--- config.mk ---
export PLATFORM = sky130hd
export DESIGN_NAME = tmr_down_counter
export DESIGN_NICKNAME = d
export VERILOG_FILES = /design/src/rtl/tmr_pkg.sv /design/src/rtl/tmr_prescaler.sv /design/src/rtl/tmr_counter.sv /design/src/rtl/tmr_regs.sv /design/src/rtl/tmr_down_counter.sv
export SDC_FILE = /design/constraint.sdc
export NUM_CORES = 1
export LEC_CHECK = 0
export ABC_AREA = 1
export BUFFER_PORTS_ARGS = -buffer_cell sky130_fd_sc_hd__buf_2
export CELL_PAD_IN_SITES_DETAIL_PLACEMENT = 0
export CELL_PAD_IN_SITES_GLOBAL_PLACEMENT = 1
export CORE_MARGIN = 1
export CORE_UTILIZATION = 42
export DETAILED_ROUTE_END_ITERATION = 8
export HOLD_SLACK_MARGIN = 0.02
export PLACE_DENSITY = 0.82
export SLEW_MARGIN = 20
export SYNTH_ARGS = -nofsm -noshare
export SYNTH_HDL_FRONTEND = slang
export SYNTH_SLANG_ARGS = --single-unit
--- constraint.sdc ---
create_clock -name clk -period 3.6 [get_ports clk]
set_clock_uncertainty 0.2 [all_clocks]
set_input_delay 0.54 -clock clk [delete_from_list [all_inputs] [get_ports clk]]
set_output_delay 0.54 -clock clk [all_outputs]
set_load 0.1 [all_outputs]
--- src/rtl/tmr_pkg.sv ---
package tmr_pkg;
  localparam int unsigned OFS_W = 3;
  localparam int unsigned CTRL_W = 8;

  typedef enum logic [OFS_W-1:0] {
    OFS_LOAD   = 3'd0,
    OFS_VALUE  = 3'd1,
    OFS_CTRL   = 3'd2,
    OFS_ICLR   = 3'd3,
    OFS_RAW    = 3'd4,
    OFS_MASKED = 3'd5,
    OFS_BGLOAD = 3'd6,
    OFS_SPARE  = 3'd7
  } ofs_e;

  // bit 7 down to bit 0
  typedef struct packed {
    logic       run;
    logic       periodic;
    logic       ie;
    logic       spare;
    logic [1:0] psel;
    logic       wide;
    logic       once;
  } ctrl_t;

  localparam logic [CTRL_W-1:0] CTRL_RESET = 8'h20;
endpackage

--- src/rtl/tmr_prescaler.sv ---
module tmr_prescaler #(
  parameter int unsigned DIV_A_LOG = 4,
  parameter int unsigned DIV_B_LOG = 8
) (
  input  logic       clk,
  input  logic       rst_n,
  input  logic       tick_en,
  input  logic       run,
  input  logic [1:0] psel,
  input  logic       restart,
  output logic       step
);
  localparam int unsigned PH_W = DIV_B_LOG;

  logic [PH_W-1:0] phase_q, phase_d;
  logic            wrap_a, wrap_b, pulse;

  assign pulse  = tick_en & run;
  assign wrap_a = &phase_q[DIV_A_LOG-1:0];
  assign wrap_b = &phase_q;

  always_comb begin
    case (psel)
      2'b01:   step = pulse & wrap_a;
      2'b10:   step = pulse & wrap_b;
      default: step = pulse;
    endcase
  end

  always_comb begin
    phase_d = phase_q;
    if (restart)    phase_d = '0;
    else if (pulse) phase_d = phase_q + PH_W'(1);
  end

  always_ff @(posedge clk or negedge rst_n) begin
    if (!rst_n) phase_q <= '0;
    else        phase_q <= phase_d;
  end

  // a control write restarts the phase
  a_r12_phase_restart: assert property (@(posedge clk) disable iff (!rst_n)
    restart |=> (phase_q == '0));

  // without a pulse the phase holds
  a_r4_phase_idle: assert property (@(posedge clk) disable iff (!rst_n)
    (!pulse && !restart) |=> $stable(phase_q));
endmodule

--- src/rtl/tmr_counter.sv ---
module tmr_counter #(
  parameter int unsigned DATA_W   = 32,
  parameter int unsigned NARROW_W = 16
) (
  input  logic              clk,
  input  logic              rst_n,
  input  logic              step,
  input  logic              load_wr,
  input  logic [DATA_W-1:0] load_val,
  input  logic [DATA_W-1:0] limit,
  input  logic              periodic,
  input  logic              wide,
  input  logic              once,
  output logic [DATA_W-1:0] count_rd,
  output logic              expire
);
  localparam int unsigned PAD_W = DATA_W - NARROW_W;
  localparam logic [DATA_W-1:0] FREE_NARROW = {{PAD_W{1'b0}}, {NARROW_W{1'b1}}};
  localparam logic [DATA_W-1:0] FREE_WIDE   = '1;

  logic [DATA_W-1:0] cnt_q, cnt_d, active, reload_val;
  logic              at_zero, at_one;

  assign active     = wide ? cnt_q : {{PAD_W{1'b0}}, cnt_q[NARROW_W-1:0]};
  assign at_zero    = (active == '0);
  assign at_one     = (active == DATA_W'(1));
  assign reload_val = periodic ? limit : (wide ? FREE_WIDE : FREE_NARROW);
  assign count_rd   = active;

  always_comb begin
    cnt_d  = cnt_q;
    expire = 1'b0;
    if (load_wr) begin
      cnt_d = load_val;
    end else if (step) begin
      if (at_zero) begin
        if (!once) cnt_d = reload_val;
      end else begin
        cnt_d  = active - DATA_W'(1);
        expire = at_one;
      end
    end
  end

  always_ff @(posedge clk or negedge rst_n) begin
    if (!rst_n) cnt_q <= '0;
    else        cnt_q <= cnt_d;
  end

  // load write lands on the next edge
  a_r3_load_now: assert property (@(posedge clk) disable iff (!rst_n)
    load_wr |=> (cnt_q == $past(load_val)));

  // no counting tick, no change
  a_r4_idle_hold: assert property (@(posedge clk) disable iff (!rst_n)
    (!step && !load_wr) |=> $stable(cnt_q));

  // expiry leaves the counter at zero
  a_r6_expire_zero: assert property (@(posedge clk) disable iff (!rst_n)
    expire |=> (cnt_q == '0));

  // one-shot parks at zero
  a_r9_oneshot_hold: assert property (@(posedge clk) disable iff (!rst_n)
    (once && at_zero && !load_wr) |=> $stable(cnt_q));
endmodule

--- src/rtl/tmr_regs.sv ---
module tmr_regs
  import tmr_pkg::*;
#(
  parameter int unsigned ADDR_W = 3,
  parameter int unsigned DATA_W = 32
) (
  input  logic              clk,
  input  logic              rst_n,
  input  logic              sel,
  input  logic              wr,
  input  logic [ADDR_W-1:0] addr,
  input  logic [DATA_W-1:0] wdata,
  input  logic              expire,
  input  logic [DATA_W-1:0] count_rd,
  output ctrl_t             ctrl,
  output logic [DATA_W-1:0] limit,
  output logic              load_wr,
  output logic              ctrl_wr,
  output logic              raw,
  output logic [DATA_W-1:0] rdata
);
  localparam int unsigned FLAG_PAD = DATA_W - 1;
  localparam int unsigned CTRL_PAD = DATA_W - CTRL_W;

  ctrl_t             ctrl_q, ctrl_d;
  logic [DATA_W-1:0] limit_q, limit_d, rd_mux;
  logic              raw_q, raw_d, masked;
  logic              in_space, wr_hit, rd_hit, bg_wr, clr_wr;
  ofs_e              ofs;

  assign in_space = ((addr >> OFS_W) == '0);
  assign ofs      = ofs_e'(addr[OFS_W-1:0]);
  assign wr_hit   = sel & wr & in_space;
  assign rd_hit   = sel & ~wr & in_space;
  assign load_wr  = wr_hit && (ofs == OFS_LOAD);
  assign bg_wr    = wr_hit && (ofs == OFS_BGLOAD);
  assign ctrl_wr  = wr_hit && (ofs == OFS_CTRL);
  assign clr_wr   = wr_hit && (ofs == OFS_ICLR);
  assign masked   = raw_q & ctrl_q.ie;

  always_comb begin
    limit_d = limit_q;
    if (load_wr || bg_wr) limit_d = wdata;
    ctrl_d = ctrl_q;
    if (ctrl_wr) ctrl_d = ctrl_t'(wdata[CTRL_W-1:0]);
    raw_d = raw_q;
    if (expire)      raw_d = 1'b1;
    else if (clr_wr) raw_d = 1'b0;
  end

  always_ff @(posedge clk or negedge rst_n) begin
    if (!rst_n) begin
      ctrl_q  <= ctrl_t'(CTRL_RESET);
      limit_q <= '0;
      raw_q   <= 1'b0;
    end else begin
      ctrl_q  <= ctrl_d;
      limit_q <= limit_d;
      raw_q   <= raw_d;
    end
  end

  always_comb begin
    case (ofs)
      OFS_LOAD, OFS_BGLOAD: rd_mux = limit_q;
      OFS_VALUE:            rd_mux = count_rd;
      OFS_CTRL:             rd_mux = {{CTRL_PAD{1'b0}}, ctrl_q};
      OFS_RAW:              rd_mux = {{FLAG_PAD{1'b0}}, raw_q};
      OFS_MASKED:           rd_mux = {{FLAG_PAD{1'b0}}, masked};
      default:              rd_mux = '0;
    endcase
  end

  assign rdata = rd_hit ? rd_mux : '0;
  assign ctrl  = ctrl_q;
  assign limit = limit_q;
  assign raw   = raw_q;

  // expiry wins over a same-cycle clear
  a_r11_set_wins: assert property (@(posedge clk) disable iff (!rst_n)
    expire |=> raw_q);

  // clear without expiry drops the flag
  a_r11_clear: assert property (@(posedge clk) disable iff (!rst_n)
    (clr_wr && !expire) |=> !raw_q);

  // control only changes on its own offset
  a_r2_ctrl_keep: assert property (@(posedge clk) disable iff (!rst_n)
    !ctrl_wr |=> $stable(ctrl_q));

  // background load leaves limit equal to the written data
  a_r3_bg_store: assert property (@(posedge clk) disable iff (!rst_n)
    bg_wr |=> (limit_q == $past(wdata)));

  // masked status is silent while the enable is clear
  a_r10_mis_masked: assert property (@(posedge clk) disable iff (!rst_n)
    (rd_hit && ofs == OFS_MASKED && !ctrl_q.ie) |-> (rdata == '0));
endmodule

--- src/rtl/tmr_down_counter.sv ---
module tmr_down_counter
  import tmr_pkg::*;
#(
  parameter int unsigned ADDR_W    = 3,
  parameter int unsigned DATA_W    = 32,
  parameter int unsigned NARROW_W  = 16,
  parameter int unsigned DIV_A_LOG = 4,
  parameter int unsigned DIV_B_LOG = 8
) (
  input  logic              clk,
  input  logic              rst_n,
  input  logic              sel,
  input  logic              wr,
  input  logic [ADDR_W-1:0] addr,
  input  logic [DATA_W-1:0] wdata,
  output logic [DATA_W-1:0] rdata,
  input  logic              tick_en,
  output logic              irq
);
  logic              rst_meta, rst_sync;
  ctrl_t             ctrl;
  logic [DATA_W-1:0] limit, count_rd;
  logic              load_wr, ctrl_wr, raw, expire, step;

  always_ff @(posedge clk or negedge rst_n) begin
    if (!rst_n) begin
      rst_meta <= 1'b0;
      rst_sync <= 1'b0;
    end else begin
      rst_meta <= 1'b1;
      rst_sync <= rst_meta;
    end
  end

  tmr_regs #(.ADDR_W(ADDR_W), .DATA_W(DATA_W)) u_regs (
    .clk      (clk),
    .rst_n    (rst_sync),
    .sel      (sel),
    .wr       (wr),
    .addr     (addr),
    .wdata    (wdata),
    .expire   (expire),
    .count_rd (count_rd),
    .ctrl     (ctrl),
    .limit    (limit),
    .load_wr  (load_wr),
    .ctrl_wr  (ctrl_wr),
    .raw      (raw),
    .rdata    (rdata)
  );

  tmr_prescaler #(.DIV_A_LOG(DIV_A_LOG), .DIV_B_LOG(DIV_B_LOG)) u_pre (
    .clk     (clk),
    .rst_n   (rst_sync),
    .tick_en (tick_en),
    .run     (ctrl.run),
    .psel    (ctrl.psel),
    .restart (ctrl_wr),
    .step    (step)
  );

  tmr_counter #(.DATA_W(DATA_W), .NARROW_W(NARROW_W)) u_cnt (
    .clk      (clk),
    .rst_n    (rst_sync),
    .step     (step),
    .load_wr  (load_wr),
    .load_val (wdata),
    .limit    (limit),
    .periodic (ctrl.periodic),
    .wide     (ctrl.wide),
    .once     (ctrl.once),
    .count_rd (count_rd),
    .expire   (expire)
  );

  assign irq = raw & ctrl.ie;
endmodule

==> impl_metrics.py, run 1 <==
metrics = {
    "timing": {
        "max_freq_ghz": 0.336,
        "finalSetupViolCount": 0,
        "post-route-period-util_pct": 82.8,
        "period_minus_slack_ns": 2.98,
        "rsz0062_at_grt": "no",
        "setup_tns_ns": 0,
        "drv_slew": 0,
        "layout_setup_ws_ns": 0.621,
        "relSlewSlack_pct": 43.1,
        "hold_viol": 0,
        "worst_pin_slew_ns": 0.851,
    },
    "cts": {
        "clk_pin_slew_ns": 0.06,
        "cts_buffers": 9,
        "cts.path.max_buffers": 2,
        "h-tree-depth": 3,
        "ctsRootBufferMaster": "clkbuf_16",
        "cts_tree": "yes",
        "insertion_delay_ns": 0.36,
        "cts_setup_buffers": 0,
        "cts.sinks": 83,
    },
    "setup_path": {
        "cpMostUsedCell": "nor2_1",
        "crit_path_start_kind": "primary input",
        "path_buf_inv": 4,
        "path_delay_family": "buffers and inverters",
        "cpPeakStageDelay_ns": 0.44,
        "required_ns": 2.86,
        "reg2reg_setup_slack_ns": 0.74,
        "critPathSlowestCell": "inv_2",
        "path_max_fanout": 24,
        "worstSetupPathType": "primary input to output port",
        "cp_cell_sequence": "buf_2 > nor2_1 > nand2_1 > inv_2 > buf_4 > a22oi_1 > nor2_1 > buf_12",
        "end_kind": "output port",
        "arrival_ns": 2.24,
    },
    "routing": {
        "wl_um": 17200,
        "dr.pass1.iters": 5,
        "ant_nets": 0,
        "post_drt_wl_per_cell_um": 15.7,
        "drt_iter0_markers": 325,
        "avgViaCountPerCell": 5.10,
        "drc": 0,
        "vias": 5597,
    },
    "status": {
        "outcome": "finished, final reports clean",
    },
    "pwr": {
        "ir_drop_uv": 362,
        "p_per_area_nw_per_um2": 643,
        "p_leak_nw": 3.75,
    },
    "yosys": {
        "synth_area_per_cell_um2": 6.74,
        "synth.most_common_cell": "nand2_1",
        "yosysTopAreaCellShare_pct": 36.0,
        "ys_warn_count": 0,
        "synth_flop_cell": "dfrtp_1",
        "synth.distinct_cells": 42,
        "yosysSeqAreaShare_pct": 36.4,
        "ys_ff_latch": 83,
        "synth_fp_nets": 890,
        "synthCells": 846,
        "synth_area_um2": 5700,
        "synthTopCellsByArea": "dfrtp_1 36%, nand2_1 16%, nor2_1 8.0%",
        "synth_common_cells": "242 x nand2_1, 122 x nor2_1, 97 x inv_1",
        "synth_edf_count": 0,
        "synth_top_area_cell": "dfrtp_1",
        "async_reset_ff_share_pct": 100,
    },
    "global_routing": {
        "grt_max_degree": 53,
        "grt_pass1_vias": 5475,
        "grt_pass1_wl_um": 28600,
        "antenna_found_initial": 0,
        "grt_usage_pct": 26.0,
        "gr-total-overflow": 0,
    },
    "place": {
        "gp_congestion": 0.849,
        "dp_slack_ns": 0.628,
        "placed_area_um2": 6720,
        "io_buffers": 72,
        "post-place-cells": 1080,
        "hpwl_um": 12200,
    },
    "floorplanning": {
        "core_area_um2": 13200,
        "ios": 73,
        "die_h_um": 119,
        "fp.dieW_um": 119,
        "die-area_um2": 14100,
        "initial_utilization_pct": 43.1,
        "rows": 42,
    },
    "finish": {
        "final_cell_count_no_fill": 1097,
        "n_antenna_cell": 0,
        "seq_area_um2": 2080,
        "num-fill-cells": 1376,
        "area_delta_synth_final_pct": 23.8,
        "finalInstanceArea_um2": 7060,
        "multi_input_area_um2": 3070,
        "nets": 960,
        "drive_gt1_share_pct": 17.3,
    },
    "hold_path": {
        "hold_class": "flip-flop to async pin",
    },
    "job": {
        "maxCapViolCount": 0,
    },
}
path summary, 6_finish.rpt:
kind	startpoint	endpoint	cells after the start
min reg2reg	rst_sync$_DFF_PN0_	u_pre.phase_q[5]$_DFFE_PN0P_	0
max	addr[2]	rdata[17]	8
min	rst_sync$_DFF_PN0_	u_pre.phase_q[5]$_DFFE_PN0P_	0
max in group asynchronous	rst_sync$_DFF_PN0_	u_regs.limit[14]$_DFFE_PN0P_	1
max reg2reg	u_cnt.cnt_q[0]$_DFFE_PN0P_	u_cnt.cnt_q[25]$_DFFE_PN0P_	12
min in group clk	rst_meta$_DFF_PN0_	rst_sync$_DFF_PN0_	0
cell families after synthesis:
family	count (synthesis)	share of synthesized area, %
and+or+nand+nor	478	36.1
AOI/OAI and AO/OA	124	12.5
DFF	83	36.4
buffers and inverters	133	10.0
muxes	12	2.37
other	1	0.0657
adders and majority gates	4	0.877
xor gates and xnor gates	11	1.69
where the power goes:
part	switching (mW)	internal [mW]	total, mW
logic	1.29	0.678	1.97
registers	0.309	1.22	1.53
clock network	0.399	0.646	1.04
total	2.00	2.54	4.54
flip-flops by register name, indices dropped and copies added (netlist names):
name	cells
rst_meta	1
u_pre.phase_q	8
rst_sync	1
u_regs.ctrl	8
u_regs.raw	1
u_regs.limit	32
u_cnt.cnt_q	32
layout make-up:
type                    count  area share (%)
clock buffers              12            3.63
clock inverters             4            1.04
inverters                 100            5.31
multi-input cells         630            43.4
flip-flops and latches     83            29.5
well taps                 176            3.12
repair buffers             92            14.0
per-stage QoR:
stage,hold WS [ns],power [mW],util [%]
6_report,0.0264,4.54,53.3
3_5_place_dp,0.0337,3.49,50.8
3_3_place_gp,0.0246,3.48,50.8
2_1_floorplan,0.0444,2.99,-
5_1_grt,0.0599,4.89,53.3
4_1_cts,0.0402,4.56,53.3
cells in the final DEF (no fill, tap or decap), types with 2 or more instances in the layout:
cell and n:
a21oi_1 30, a221oi_1 2, a22oi_1 26, buf_12 32, buf_2 41, buf_4 18, bufinv_16 2, clkbuf_16 9
clkbuf_8 2, dfrtp_1 81, ha_1 4, inv_1 97, inv_2 2, mux2_2 12, nand2_1 241, nand2_2 16
nand2_4 6, nand3_1 69, nand3_2 2, nand4_1 3, nor2_1 122, nor2_2 8, nor2_4 2, nor3_1 3
nor4_1 2, o21ai_0 48, o21ai_1 10, o22ai_1 3, xnor2_1 2, xor2_1 9
per-layer routing:
layer / track usage, % / share of wire [%] / vias to the layer above
met1: 34.2 / 46 / 2569
met3: 5.84 / 5.5 / 26
met2: 42.4 / 47 / 165
met5: 0 / 0 / -
met4: 7.99 / 2.1 / 0
li1: - / - / 2837
worst reg2reg max path, stage by stage (launching register included):
cell and delay, ns:
dfrtp_1 0.41, inv_1 0.11, ha_1 0.23, nand3_2 0.16
nor2_2 0.25, nand2_1 0.19, inv_2 0.36, nand4_2 0.16
nand2_2 0.26, buf_12 0.24, nor2_1 0.07, nand2_1 0.07
nand2_1 0.05
timing repair:
| action | CTS | global route |
|---|---|---|
| hold buffers | 1 | 0 |
| gates resized for setup | 0 | 0 |
| endpoints found under the hold margin | 2 | 0 |
(Power assumes the default switching activity.)
==> run 2: changes to the inputs <==
- clock period: 3.6 -> 2.9 ns (I/O delays scaled with it)
==> run 2 against run 1 <==
  * Clock-buffer cell count stayed put
  * Wire length is 2.7% higher
  * Power is 23% higher
  * Worst hold slack better by 0.088 ns
  * Register-to-register slack worse by 0.47 ns
  * Final area is 1.5% higher
  * Critical endpoint is now rdata[1]
==> impl_metrics.py, run 2 (synthesis gave the netlist of run 1 again) <==
metrics = {
    "routing": {
        "drc": 0,
        "post_drt_wl_per_cell_um": 16.1,
        "drt_iter0_markers": 393,
        "avgViaCountPerCell": 5.28,
        "wl_um": 17700,
        "ant_nets": 0,
        "vias": 5806,
        "dr.pass1.iters": 5,
    },
    "pwr": {
        "p_per_area_nw_per_um2": 778,
        "p_leak_nw": 3.74,
        "clkPwrFrac_pct": 20.9,
        "ir_drop_uv": 436,
        "switching_share_pct": 45.3,
        "comb_power_share_pct": 44.8,
        "power.share.sequential_pct": 34.3,
        "internal-power_mw": 3.05,
        "power_switching_mw": 2.53,
    },
    "timing": {
        "whs_ns": 0.114,
        "relSlewSlack_pct": 51.7,
        "post-route-period-util_pct": 91.2,
        "max_freq_ghz": 0.378,
        "hold_viol": 0,
        "layout_setup_ws_ns": 0.257,
        "rsz0062_at_grt": "no",
        "setup_tns_ns": 0,
        "period_minus_slack_ns": 2.64,
        "drv_slew": 0,
        "worst_pin_slew_ns": 0.724,
        "finalSetupViolCount": 0,
    },
    "cts": {
        "cts_tree": "yes",
        "ctsRootBufferMaster": "clkbuf_16",
        "clk_pin_slew_ns": 0.06,
        "h-tree-depth": 3,
        "cts.path.max_buffers": 2,
        "insertion_delay_ns": 0.35,
        "cts_buffers": 9,
        "cts.sinks": 83,
    },
    "global_routing": {
        "gr-total-overflow": 0,
        "grt_usage_pct": 26.6,
        "antenna_found_initial": 0,
        "grt_max_degree": 53,
        "grt_pass1_wl_um": 29200,
        "grt_pass1_vias": 5749,
    },
    "hold_path": {
        "hold_class": "primary input to flip-flop",
        "whs_endpoint": "u_regs.ctrl[2]$_DFFE_PN0P_",
        "min_from": "wdata[2]",
        "hold_path_depth": 3,
    },
    "finish": {
        "mostFrequentLayoutCell": "nand2_1",
        "nets": 962,
        "drive_gt1_share_pct": 20.5,
        "n_antenna_cell": 0,
        "area_delta_synth_final_pct": 25.7,
        "final_cell_count_no_fill": 1099,
        "final_cell_mix": "240 x nand2_1, 97 x inv_1, 95 x nor2_1, 81 x dfrtp_1, 69 x nand3_1",
        "finalInstanceArea_um2": 7170,
    },
    "job": {
        "maxCapViolCount": 0,
    },
    "setup_path": {
        "critPathSlowestCell": "dfrtp_1",
        "crit_path_start_kind": "flip-flop",
        "path_max_fanout": 10,
        "rr_worst_depth": 11,
        "required_ns": 2.27,
        "cp_cell_sequence": "buf_4 > inv_1 > o22ai_1 > a21oi_1 > nor2_2 > buf_12",
        "worstSetupPathType": "flip-flop to output port",
        "end_kind": "output port",
        "reg2reg_setup_slack_ns": 0.27,
        "r2r-start": "u_regs.ctrl[1]$_DFFE_PN0P_",
        "path_buf_inv": 3,
        "arrival_ns": 2.01,
        "cpPeakStageDelay_ns": 0.63,
        "reg2reg_to": "u_cnt.cnt_q[10]$_DFFE_PN0P_",
        "path_delay_family": "flip-flops",
    },
    "place": {
        "post-place-cells": 1082,
        "hpwl_um": 12500,
        "placed_area_um2": 6870,
        "gp_congestion": 0.890,
        "io_buffers": 72,
        "dp_slack_ns": 0.337,
    },
    "floorplanning": {
        "fp.dieW_um": 119,
        "ios": 73,
        "rows": 42,
        "initial_utilization_pct": 43.1,
        "core_area_um2": 13200,
        "die_h_um": 119,
        "die-area_um2": 14100,
    },
    "status": {
        "outcome": "finished, final reports clean",
    },
}
-- run 2: cell count changes in the layout (fill, tap and decap cells not counted), moves of 2 or more --
cell        delta
nor2_1        -27
nor2_2        +27
buf_12         +4
clkinvlp_4     +3
a21oi_1        -2
a21oi_2        +2
clkbuf_1       +2
clkbuf_8       -2
-- run 2: how the worst max path moves through the flow --
stage          slack (ns)  cells after the start                       start                     endpoint
3_3_place_gp         0.41                     11  u_regs.ctrl[1]$_DFFE_PN0P_  u_cnt.cnt_q[14]$_DFFE_PN0P_
6_report             0.26                      6  u_regs.ctrl[1]$_DFFE_PN0P_                     rdata[1]
5_1_grt              0.08                     11  u_regs.ctrl[1]$_DFFE_PN0P_  u_cnt.cnt_q[14]$_DFFE_PN0P_
3_5_place_dp         0.34                     11  u_regs.ctrl[1]$_DFFE_PN0P_   u_cnt.cnt_q[4]$_DFFE_PN0P_
4_1_cts              0.25                      6  u_regs.ctrl[1]$_DFFE_PN0P_                     rdata[1]
2_1_floorplan        0.02                      5                     addr[0]                     rdata[4]
-- run 2: repair_timing --
action                                 CTS  global route
endpoints found under the hold margin    2             0
setup buffers                            0             0
hold buffers                             1             0
resized for setup                        0             0
-- run 2: worst register-to-register path, cell delays in order, from the launching register on --
cell	delay, ns
dfrtp_1	0.63
buf_4	0.30
nand2_2	0.11
nand2_2	0.09
nor2_2	0.04
nand2_2	0.11
nor2_8	0.09
nand3_1	0.10
nand2_2	0.07
nor2_2	0.56
nand3_1	0.16
nand2_1	0.11
-- run 2: routing by layer --
metal  global-route usage (%)  vias up  share of wire, %
met2                     45.9      193                50
met4                     10.7        0               2.0
met3                     3.67       24               5.7
met1                     33.3     2741                43
li1                         -     2848                 -
met5                        0        -                 0
-- run 2: stage by stage --
step	total power [mW]	utilization (%)
2_1_floorplan	3.73	-
3_3_place_gp	4.33	51.9
3_5_place_dp	4.38	51.9
4_1_cts	5.57	54.1
5_1_grt	5.99	54.1
6_report	5.57	54.1
-- run 2: final cells by class --
class / count / area, um^2
clock inverter: 4 / 52.6
inverter: 100 / 375
timing repair buffer: 94 / 1060
multi-input combinational: 630 / 3140
clock buffer: 12 / 236
sequential: 83 / 2080
tap: 176 / 220
fill: 1317 / 6070
-- run 2: power by group through the flow --
stage | clock, mW | combinational [mW] | sequential, mW
after floorplan | 0 | 1.94 | 1.79
after global placement | 0 | 2.42 | 1.91
after detailed placement | 0 | 2.46 | 1.92
after CTS | 1.18 | 2.49 | 1.90
after global routing | 1.24 | 2.79 | 1.96
final | 1.16 | 2.50 | 1.91
==> run 3: changes to the inputs <==
- CORE_UTILIZATION: 42 -> 38
- PLACE_DENSITY: 0.82 -> 0.78
- clock period: 2.9 -> 2.3 ns (I/O delays scaled with it)
==> run 3 against run 2 <==
  * Sequential share of layout area fell by 2.0 points
  * Sequential power rose by 23%
  * Sequential cell count did not move
  * Critical path depth rose by 1
  * Critical path type unchanged
  * Critical endpoint is now rdata[16]
  * Largest cell class unchanged
  * Largest power group unchanged
==> impl_metrics.py, run 3 (synthesis gave the netlist of run 1 again) <==
metrics = {
    "status": {
        "outcome": "finished, final reports clean",
    },
    "setup_path": {
        "path_delay_family": "buffers and inverters",
        "worstSetupPathType": "flip-flop to output port",
        "path_buf_inv": 4,
        "required_ns": 1.75,
        "crit_path_start_kind": "flip-flop",
        "cpPeakStageDelay_ns": 0.37,
        "critPathSlowestCell": "dfrtp_1",
        "end_kind": "output port",
        "cpMostUsedCell": "buf_4",
        "path_max_fanout": 9,
        "cp_cell_sequence": "buf_4 > nand2_2 > buf_4 > inv_1 > a22oi_1 > nor2_4 > buf_12",
        "arrival_ns": 1.66,
    },
    "routing": {
        "dr.pass1.iters": 5,
        "drt_iter0_markers": 497,
        "ant_nets": 0,
        "drc": 0,
        "wl_um": 17800,
        "post_drt_wl_per_cell_um": 15.6,
        "vias": 5759,
        "avgViaCountPerCell": 5.03,
    },
    "timing": {
        "period_minus_slack_ns": 2.21,
        "hold_viol": 0,
        "post-route-period-util_pct": 95.9,
        "rsz0062_at_grt": "no",
        "finalSetupViolCount": 0,
        "drv_slew": 0,
        "layout_setup_ws_ns": 0.0937,
        "whs_ns": 0.0363,
        "max_freq_ghz": 0.453,
    },
    "place": {
        "hpwl_um": 13500,
        "gp_congestion": 0.856,
        "io_buffers": 72,
        "dp_slack_ns": 0.0194,
    },
    "pwr": {
        "p_leak_nw": 3.98,
        "p_per_area_nw_per_um2": 971,
        "ir_drop_uv": 393,
    },
    "job": {
        "maxCapViolCount": 0,
    },
    "cts": {
        "h-tree-depth": 3,
        "cts.path.max_buffers": 2,
        "clk_pin_slew_ns": 0.06,
        "cts.sinks": 83,
        "cts_setup_buffers": 0,
        "cts_buffers": 9,
        "ctsRootBufferMaster": "clkbuf_16",
        "insertion_delay_ns": 0.35,
        "cts_tree": "yes",
    },
    "floorplanning": {
        "initial_utilization_pct": 39.1,
        "core_area_um2": 14600,
        "die_h_um": 125,
        "ios": 73,
        "die-area_um2": 15500,
        "rows": 44,
        "fp.dieW_um": 125,
    },
    "finish": {
        "nets": 1000,
        "area_delta_synth_final_pct": 35.2,
        "num-fill-cells": 1411,
        "drive_gt1_share_pct": 24.6,
        "final_cell_mix": "240 x nand2_1, 97 x inv_1, 92 x nor2_1, 81 x dfrtp_1, 69 x nand3_1",
        "mostFrequentLayoutCell": "nand2_1",
        "n_antenna_cell": 0,
    },
    "hold_path": {
        "hold_class": "primary input to flip-flop",
    },
    "global_routing": {
        "grt_pass1_wl_um": 29400,
        "gr-total-overflow": 0,
        "grt_pass1_vias": 5517,
        "antenna_found_initial": 0,
        "grt_usage_pct": 24.1,
        "grt_max_degree": 36,
    },
}
## run 3: metrics by stage
stage / util, % / setup TNS, ns / cells / power, mW / instance area (um^2)
2_1_floorplan: - / -1.07 / 846 / 4.73 / 5910
3_3_place_gp: 50.1 / 0 / 1127 / 5.81 / 7310
3_5_place_dp: 50.1 / 0 / 1127 / 5.83 / 7310
4_1_cts: 52.6 / 0 / 1145 / 7.49 / 7670
5_1_grt: 52.9 / 0 / 1145 / 8.07 / 7710
6_report: 52.9 / 0 / 1145 / 7.49 / 7710
## run 3: final timing paths
| kind | to | from | depth (start not counted) | slack (ns) |
|---|---|---|---|---|
| min in group asynchronous | u_regs.limit[27]$_DFFE_PN0P_ | rst_sync$_DFF_PN0_ | 0 | 0.06 |
| worst min register to register | u_regs.limit[27]$_DFFE_PN0P_ | rst_sync$_DFF_PN0_ | 0 | 0.06 |
| max in group asynchronous | u_pre.phase_q[4]$_DFFE_PN0P_ | rst_sync$_DFF_PN0_ | 1 | 1.18 |
| worst max register to register | u_cnt.cnt_q[23]$_DFFE_PN0P_ | u_regs.ctrl[1]$_DFFE_PN0P_ | 12 | 0.16 |
| worst min-delay path | u_cnt.cnt_q[13]$_DFFE_PN0P_ | wdata[13] | 3 | 0.04 |
| worst max-delay path | rdata[16] | u_regs.ctrl[1]$_DFFE_PN0P_ | 7 | 0.09 |
## run 3: routing by layer
layer	track usage, %	vias up	part of all wire [%]	wire length (um)
met5	0	-	0	0
met4	9.21	0	1.9	336
met3	2.79	20	4.7	845
met2	36.9	148	45	8000
met1	34.8	2663	49	8660
li1	-	2928	-	-
## run 3: tightest hold or removal path, cell delays in order
cell,delay [ns]
buf_2,0.09
nand2_1,0.05
nand3_1,0.07
## run 3: area by class of cell
cell class,instances,area (um^2),share of cell area [%]
Clock buffer,11,253,3.28
Tap cell,184,230,2.99
Clock inverter,5,75.1,0.973
Multi-Input combinational cell,630,3300,42.8
Inverter,100,380,4.93
Sequential cell,83,2080,27.0
Timing Repair Buffer,132,1390,18.0
## run 3: power by group
part	internal [mW]	switching [mW]	leakage, nW
clock network	1.01	0.619	0.165
registers	1.91	0.434	1.05
logic	1.31	2.20	2.77
## run 3: repair_timing
| item | in CTS | in global routing |
|---|---|---|
| endpoints found under the hold margin | 3 | 0 |
| setup endpoints to repair | 4 | 25 |
| hold buffers | 2 | 0 |
| cloned | 0 | 0 |
| gates resized for setup | 2 | 10 |
| pin swaps | 0 | 2 |
